[config.mk]
export PLATFORM = sky130hd
export DESIGN_NAME = pwm_act_det
export DESIGN_NICKNAME = d
export VERILOG_FILES = /design/src/rtl/pad_pkg.sv /design/src/rtl/pad_sync.sv /design/src/rtl/pad_chan_timer.sv /design/src/rtl/pad_fault_ctl.sv /design/src/rtl/pwm_act_det.sv
export SDC_FILE = /design/constraint.sdc
export NUM_CORES = 1
export LEC_CHECK = 0
export BUFFER_PORTS_ARGS = -buffer_cell sky130_fd_sc_hd__buf_4
export CORE_ASPECT_RATIO = 1.4
export CORE_MARGIN = 8
export CORE_UTILIZATION = 30
export DETAILED_ROUTE_END_ITERATION = 10
export PLACE_DENSITY = 0.5
export REMOVE_ABC_BUFFERS = 1
export SLEW_MARGIN = 0
export SYNTH_ARGS = -nofsm -noshare
export SYNTH_HDL_FRONTEND = slang
export SYNTH_SLANG_ARGS = --single-unit
[constraint.sdc]
create_clock -name clk -period 3.3 [get_ports clk]
set_input_delay 0.33 -clock clk [delete_from_list [all_inputs] [get_ports clk]]
set_output_delay 0.33 -clock clk [all_outputs]
set_load 0.01 [all_outputs]
[src/rtl/pad_pkg.sv]
package pad_pkg;

    localparam int unsigned SYNC_STAGES = 2;

    typedef enum logic {
        ST_RUN   = 1'b0,
        ST_FAULT = 1'b1
    } fault_st_e;

    typedef struct packed {
        logic edge_seen;
        logic stuck;
    } chan_stat_t;

    function automatic logic cnt_expired(input logic [31:0] cnt, input logic [31:0] limit);
        return cnt >= limit;
    endfunction

endpackage

[src/rtl/pad_sync.sv]
module pad_sync #(
    parameter int unsigned STAGES = pad_pkg::SYNC_STAGES
) (
    input  logic clk,
    input  logic rst,
    input  logic async_i,
    output logic edge_o
);
    logic [STAGES-1:0] sh_q;
    logic              prev_q;

    always_ff @(posedge clk) begin
        if (rst) begin
            sh_q   <= '0;
            prev_q <= 1'b0;
        end else begin
            sh_q   <= {sh_q[STAGES-2:0], async_i};
            prev_q <= sh_q[STAGES-1];
        end
    end

    assign edge_o = sh_q[STAGES-1] ^ prev_q;
endmodule

[src/rtl/pad_chan_timer.sv]
module pad_chan_timer #(
    parameter int unsigned TMO_W = 16
) (
    input  logic             clk,
    input  logic             rst,
    input  logic             edge_i,
    input  logic [TMO_W-1:0] limit_i,
    output logic             stuck_o
);
    import pad_pkg::*;

    logic [TMO_W-1:0] cnt_q;

    always_ff @(posedge clk) begin
        if (rst || edge_i) begin
            cnt_q <= '0;
        end else if (cnt_q < limit_i) begin
            cnt_q <= cnt_q + 1'b1;
        end
    end

    assign stuck_o = cnt_expired(32'(cnt_q), 32'(limit_i));
endmodule

[src/rtl/pad_fault_ctl.sv]
module pad_fault_ctl #(
    parameter int unsigned N_CH = 4
) (
    input  logic                       clk,
    input  logic                       rst,
    input  pad_pkg::chan_stat_t [N_CH-1:0] stat_i,
    input  logic                       frame_bad,
    output logic                       sd_n
);
    import pad_pkg::*;

    fault_st_e        st_q;
    logic [N_CH-1:0]  seen_q;
    logic [N_CH-1:0]  edges;
    logic [N_CH-1:0]  stucks;
    logic             any_stuck;
    logic             all_seen;

    always_comb begin
        for (int i = 0; i < N_CH; i++) begin
            edges[i]  = stat_i[i].edge_seen;
            stucks[i] = stat_i[i].stuck;
        end
        any_stuck = |stucks;
        all_seen  = &(seen_q | edges);
    end

    always_ff @(posedge clk) begin
        if (rst) begin
            st_q   <= ST_RUN;
            seen_q <= '0;
        end else begin
            case (st_q)
                ST_RUN: begin
                    seen_q <= '0;
                    if (frame_bad || any_stuck) st_q <= ST_FAULT;
                end
                default: begin
                    seen_q <= seen_q | edges;
                    if (!frame_bad && !any_stuck && all_seen) begin
                        st_q   <= ST_RUN;
                        seen_q <= '0;
                    end
                end
            endcase
        end
    end

    assign sd_n = !(st_q == ST_FAULT || frame_bad);
endmodule

[src/rtl/pwm_act_det.sv]
module pwm_act_det #(
    parameter int unsigned N_CH  = 4,
    parameter int unsigned TMO_W = 16
) (
    input  logic             clk,
    input  logic             rst,
    input  logic [N_CH-1:0]  pwm_in,
    input  logic             frame_bad,
    input  logic [TMO_W-1:0] tmo_cycles,
    output logic             sd_n,
    output logic [N_CH-1:0]  ch_stuck
);
    import pad_pkg::*;

    chan_stat_t [N_CH-1:0] stat;

    for (genvar g = 0; g < N_CH; g++) begin : g_ch
        logic edge_w;
        logic stuck_w;

        pad_sync #(.STAGES(SYNC_STAGES)) u_sync (
            .clk     (clk),
            .rst     (rst),
            .async_i (pwm_in[g]),
            .edge_o  (edge_w)
        );

        pad_chan_timer #(.TMO_W(TMO_W)) u_tmr (
            .clk     (clk),
            .rst     (rst),
            .edge_i  (edge_w),
            .limit_i (tmo_cycles),
            .stuck_o (stuck_w)
        );

        assign stat[g].edge_seen = edge_w;
        assign stat[g].stuck     = stuck_w;
        assign ch_stuck[g]       = stuck_w;
    end

    pad_fault_ctl #(.N_CH(N_CH)) u_ctl (
        .clk       (clk),
        .rst       (rst),
        .stat_i    (stat),
        .frame_bad (frame_bad),
        .sd_n      (sd_n)
    );
endmodule

; Word level (Yosys, flattened, before mapping)
; Index checks and enable logic that the tools add are counted.
; Widths: inputs -> output; s select.
[op_classes]
add_sub_neg = 4
magnitude_cmp = 8
mux = 3
bitwise_logic = 6
reduce_logical = 14
[ops]
columns = op, count
row1 = $add 16x1->16 const B, 4
row2 = $ge 16x16->1, 4
row3 = $lt 16x16->1, 4
row4 = $logic_or 1x1->1, 6
row5 = $or 4x4->4, 1
row6 = $reduce_and 4->1, 1
row7 = $reduce_or 4->1, 1
row8 = $xor 1x1->1, 4
row9 = $logic_not 1->1, 3
row10 = $mux 1, 3
row11 = $reduce_or 3->1, 1
row12 = $logic_and 1x1->1, 2
row13 = $not 1->1, 1
[totals]
ff_bits = 81
wordCells = 49

; Logic depth before layout (Yosys ltp)
[logic_depth]
depth_word = 7
mapped_depth = 9
depth_no_buf = 8

; By module
; A second synthesis with hierarchy kept.
[unflattened]
hier_cells = 730
area_unflattened_um2 = 6466.2
[by_module_without_submodules]
columns = module, instances, cells_per_inst, area_each_um2, seq_area_each_um2
row1 = pad_chan_timer, 4, 169, 1472.7, 320.3
row2 = pad_sync, 4, 7, 87.6, 60.1
row3 = pad_fault_ctl, 1, 22, 195.2, 100.1
row4 = pwm_act_det, 1, 4, 30.0, 0.0

; Least setup slack after synthesis
; Ideal clock, no wire load.
[synth_path]
kind = input port to flip-flop
start = input tmo_cycles[9]
end = register g_ch[0].u_tmr.cnt_q[3]
t_arrival_ns = 2.423
path_slack_ns = 0.807
path_stages = 9
path_cell_list = inv_1 -> ha_1 -> a21oi_2 -> o21ai_1 -> a221o_2 -> or3_1 -> buf_6 -> or4_1 -> a21oi_1
[synth_via]
elab_chain_cells = 1
[synth_rtl]
columns = element, line_no
row1 = "start, declared", pwm_act_det.sv:9  ; input logic [TMO_W-1:0] tmo_cycles,
row2 = $lt 16x16->1, pad_chan_timer.sv:17  ; end else if (cnt_q < limit_i) begin
row3 = "end signal, assigned", pad_chan_timer.sv:18  ; cnt_q <= cnt_q + 1'b1;
row4 = "end, declared", pad_chan_timer.sv:12  ; logic [TMO_W-1:0] cnt_q;
; Every way passes these cells.
; A chain may end at the register's enable or synchronous reset.

; Worst setup path after layout
[layout_path]
start = register g_ch[3].u_tmr.cnt_q[11]
end = output ch_stuck[3]
[layout_via]
elab_chain_cells = 1
[layout_rtl]
columns = element, line_no
row1 = "start, declared", pad_chan_timer.sv:12
row2 = "start signal, assigned", pad_chan_timer.sv:18
row3 = $ge 16x16->1, pad_pkg.sv:16  ; return cnt >= limit;
row4 = "end, declared", pwm_act_det.sv:11  ; output logic [N_CH-1:0] ch_stuck
; Every way passes these cells.

==> impl_metrics.csv <==
group,metric,value,unit
outcome,outcome,"finished clean",
setup_path,crit_arrival,2.38,ns
timing,slew_viol_final,0,
grt,grt_antenna_before_repair,0,
timing,whs,0.197,ns
setup_path,reg2reg_slack,0.64,ns
layout,post_layout_nonfiller_instances,837,
routing,via_count,4490,
clock_network,htreeDepth,3,
layout,drive_above_1_share,0.103,
synth,syn-instance-count,610,
clock_network,ctsHoldBuffers,0,
synth,async_flop_share,0,
synth,synth_edf_count,0,
layout,finalNetCount,720,
grt,grt_max_degree,20,
synth,synth-main-ff-cell,"dfxtp_1",
floorplan,die_h,171,um
timing,rsz0062_at_grt,"false",
setup_path,required,2.97,ns
worst_hold_path,min_path_cells,2,
setup_path,cp_top_family,"simple AND/OR/NAND/NOR gates",
synth,yosys_warnings,0,
clock_network,cts_setup_buffers,0,
worst_hold_path,hold_path.class,"primary input to flop",
synth,synth.distinct_cells,54,
routing,wirelength,13600,um
routing,drt-initial-drc-count,234,
run,cap_violations,0,
setup_path,crit_chain,"ha_1 > nand4_1 > or4_1 > nor3_1 > or3_1 > buf_4",
floorplan,die-area,21700,sq um
timing,worst_slew_pin_slew,0.779,ns
synth,yosysSeqAreaShare,0.315,
layout,area_delta_synth_final,14.2,%
setup_path,end_kind,"primary output",
timing,setup_tns,0,ns
timing,max-slew-margin-rel,0.477,
setup_path,r2r_cells,7,
layout,fill_cells,1758,
setup_path,cp.depth,6,
clock_network,clkLatencyLatePin,0.35,ns
setup_path,worst-path-max-fanout,4,
timing,fmax,369,MHz
floorplan,fp.dieW,127,um
floorplan,row_count,56,
grt,grt_usage,0.132,
clock_network,cts.sinks,81,
routing,drcViolationCount,0,
grt,grt-ovfl-total,0,
setup_path,crit_path_start_kind,"flop",
place,place_inst,821,
floorplan,io_pins,28,
pwr,p_leak,2.36,nW
synth,ys_ff_latch,81,
timing,finalCritPeriodShare,0.821,
routing,wl_per_cell,16.2,um
place,hpwl,10400,um
pwr,ir_drop,0.000197,V
setup_path,cpMaxStageDelayCell,"or4_1",
routing,first_pass_iters,4,
synth,synth.avg_cell_area,8.45,sq um
floorplan,start_util,0.307,
setup_path,cp_slowest_stage_delay,0.60,ns
timing,fin_skew,0.0120,ns
floorplan,coreArea,16800,sq um
routing,post_drt_via_cell_ratio,5.36,
clock_network,cts_tree,"done",
grt,grt_pass1_wl,22600,um
clock_network,cts_buffers,9,
clock_network,path_clk_slew,0.06,ns
timing,setup_viol,0,
pwr,power_density,406,nW/um^2
clock_network,clk_path_buf_depth,2,
place,io_buffer_count,27,
timing,layout_min_cycle_time,2.71,ns
clock_network,cts_resized,0,
timing,final_hold_viol_count,0,
clock_network,cts-root-buf,"clkbuf_16",
setup_path,crit_buf_inv,1,
place,gp_congestion,0.809,
grt,grt_pass1_vias,4558,
layout,diodes,0,
synth,syn-cell-area,5150,sq um
routing,drtAntennaViolNets,0,
setup_path,crit_type,"flop to primary output",
==> layout by cell type, fill, tap and decap left out, types with 4 or more instances in the layout <==
cell type  Yosys  routed
nor4b_1        6       6
nand2b_1       4       4
clkbuf_16      0       9
nor2_1        61      61
inv_1         26      26
o21a_1         9       9
buf_4          4      33
nand2_1       45      45
or4_1          8       8
nor4_1        29      29
or3_1         10      10
ha_1          68      68
nand4_1       22      22
o211ai_1       4       4
and3_1         7       7
nor3_1         8       8
or2_2          5       5
a31oi_1        5       5
dfxtp_1       81      81
a21oi_1       41      41
o31ai_1        8       8
xnor2_1       39      39
nor2b_1       19      19
a41o_1         5       5
nand3_1       20      20
o21ai_0       11      11
xor2_1         4       4
==> registers in the layout (all words and copies together) (netlist names) <==
register            count
g_ch.u_sync.prev_q      4
g_ch.u_tmr.cnt_q       64
g_ch.u_sync.sh_q        8
u_ctl.st_q              1
u_ctl.seen_q            4
==> report_power, final <==
| part | switching, mW | internal (mW) | total [mW] | leakage [nW] |
|---|---|---|---|---|
| sequential | 0.0190 | 0.998 | 1.02 | 0.657 |
| combinational | 0.119 | 0.0843 | 0.203 | 1.53 |
| clock | 0.425 | 0.744 | 1.17 | 0.167 |
==> final cells by class <==
class / instances / area, sq um / share of cell area
clock buffers: 10 / 229 / 0.0389
clock inverters: 6 / 116 / 0.0198
inverters: 26 / 97.6 / 0.0166
multi-input cells: 478 / 3320 / 0.564
flip-flops and latches: 81 / 1620 / 0.276
well taps: 203 / 254 / 0.0432
repair buffers: 33 / 248 / 0.0421
==> kinds of logic (layout without fill, tap and decap cells) <==
kind of cell,after synthesis,after routing,synth area share
AND/OR/NAND/NOR,260,260,0.270
multiplexers,3,3,0.00583
XOR/XNOR,43,43,0.0731
AO/OA/AOI/OAI,104,104,0.130
flip-flops,81,81,0.315
buffers and inverters,51,75,0.0417
adder cells (fa/ha/maj),68,68,0.165
==> cell usage after synthesis, types with 2 or more instances <==
library cell  count  area [sq um]
dfxtp_1          81          1620
ha_1             68           851
nor2_1           61           229
nand2_1          45           169
a21oi_1          41           205
xnor2_1          39           342
nor4_1           29           181
inv_1            26          97.6
nand4_1          22           138
nand3_1          20           100
nor2b_1          19           119
clkbuf_1         15          56.3
o21ai_0          11          55.1
or3_1            10          62.6
o21a_1            9          67.6
nor3_1            8          40.0
o31ai_1           8          60.1
or4_1             8          60.1
and3_1            7          43.8
nor4b_1           6          52.6
a31oi_1           5          31.3
a41o_1            5          50.1
or2_2             5          31.3
buf_1             4          15.0
buf_4             4          30.0
nand2b_1          4          25.0
o211ai_1          4          30.0
xor2_1            4          35.0
a21oi_2           3          26.3
and2_1            3          18.8
mux2i_1           3          30.0
nor3b_1           3          22.5
o21ai_1           3          15.0
or3_2             3          22.5
and4_1            2          17.5
o22ai_1           2          12.5
o2bb2ai_1         2          17.5
or4b_1            2          20.0
==> path summary, 6_finish.rpt <==
check,from,endpoint
worst max-delay path,g_ch[3].u_tmr.cnt_q[11],ch_stuck[3]
worst min-delay path,pwm_in[2],g_ch[2].u_sync.sh_q[0]
worst max register to register,g_ch[0].u_tmr.cnt_q[9],g_ch[0].u_tmr.cnt_q[5]
worst min register to register,g_ch[3].u_sync.sh_q[0],g_ch[3].u_sync.sh_q[1]
==> per-stage QoR <==
step | total power [mW] | worst slack (ns) | area (sq um) | utilization
final | 2.39 | 0.592 | 5880 | 0.350
after global routing | 2.49 | 0.430 | 5880 | 0.350
after CTS | 2.43 | 0.577 | 5880 | 0.350
after detailed placement | 1.24 | 0.377 | 5540 | 0.329
after global placement | 1.24 | 0.450 | 5540 | 0.329
after floorplan | 1.16 | 0.627 | 5040 | -
==> metal layers <==
metal  track usage  up-vias  part of all wire
met1         0.152     2125              0.44
met5             0        -                 0
li1              -     2262                 -
met4        0.0524        0             0.022
met3        0.0355       19             0.048
met2         0.230       84              0.50
(Power assumes the default switching activity.)
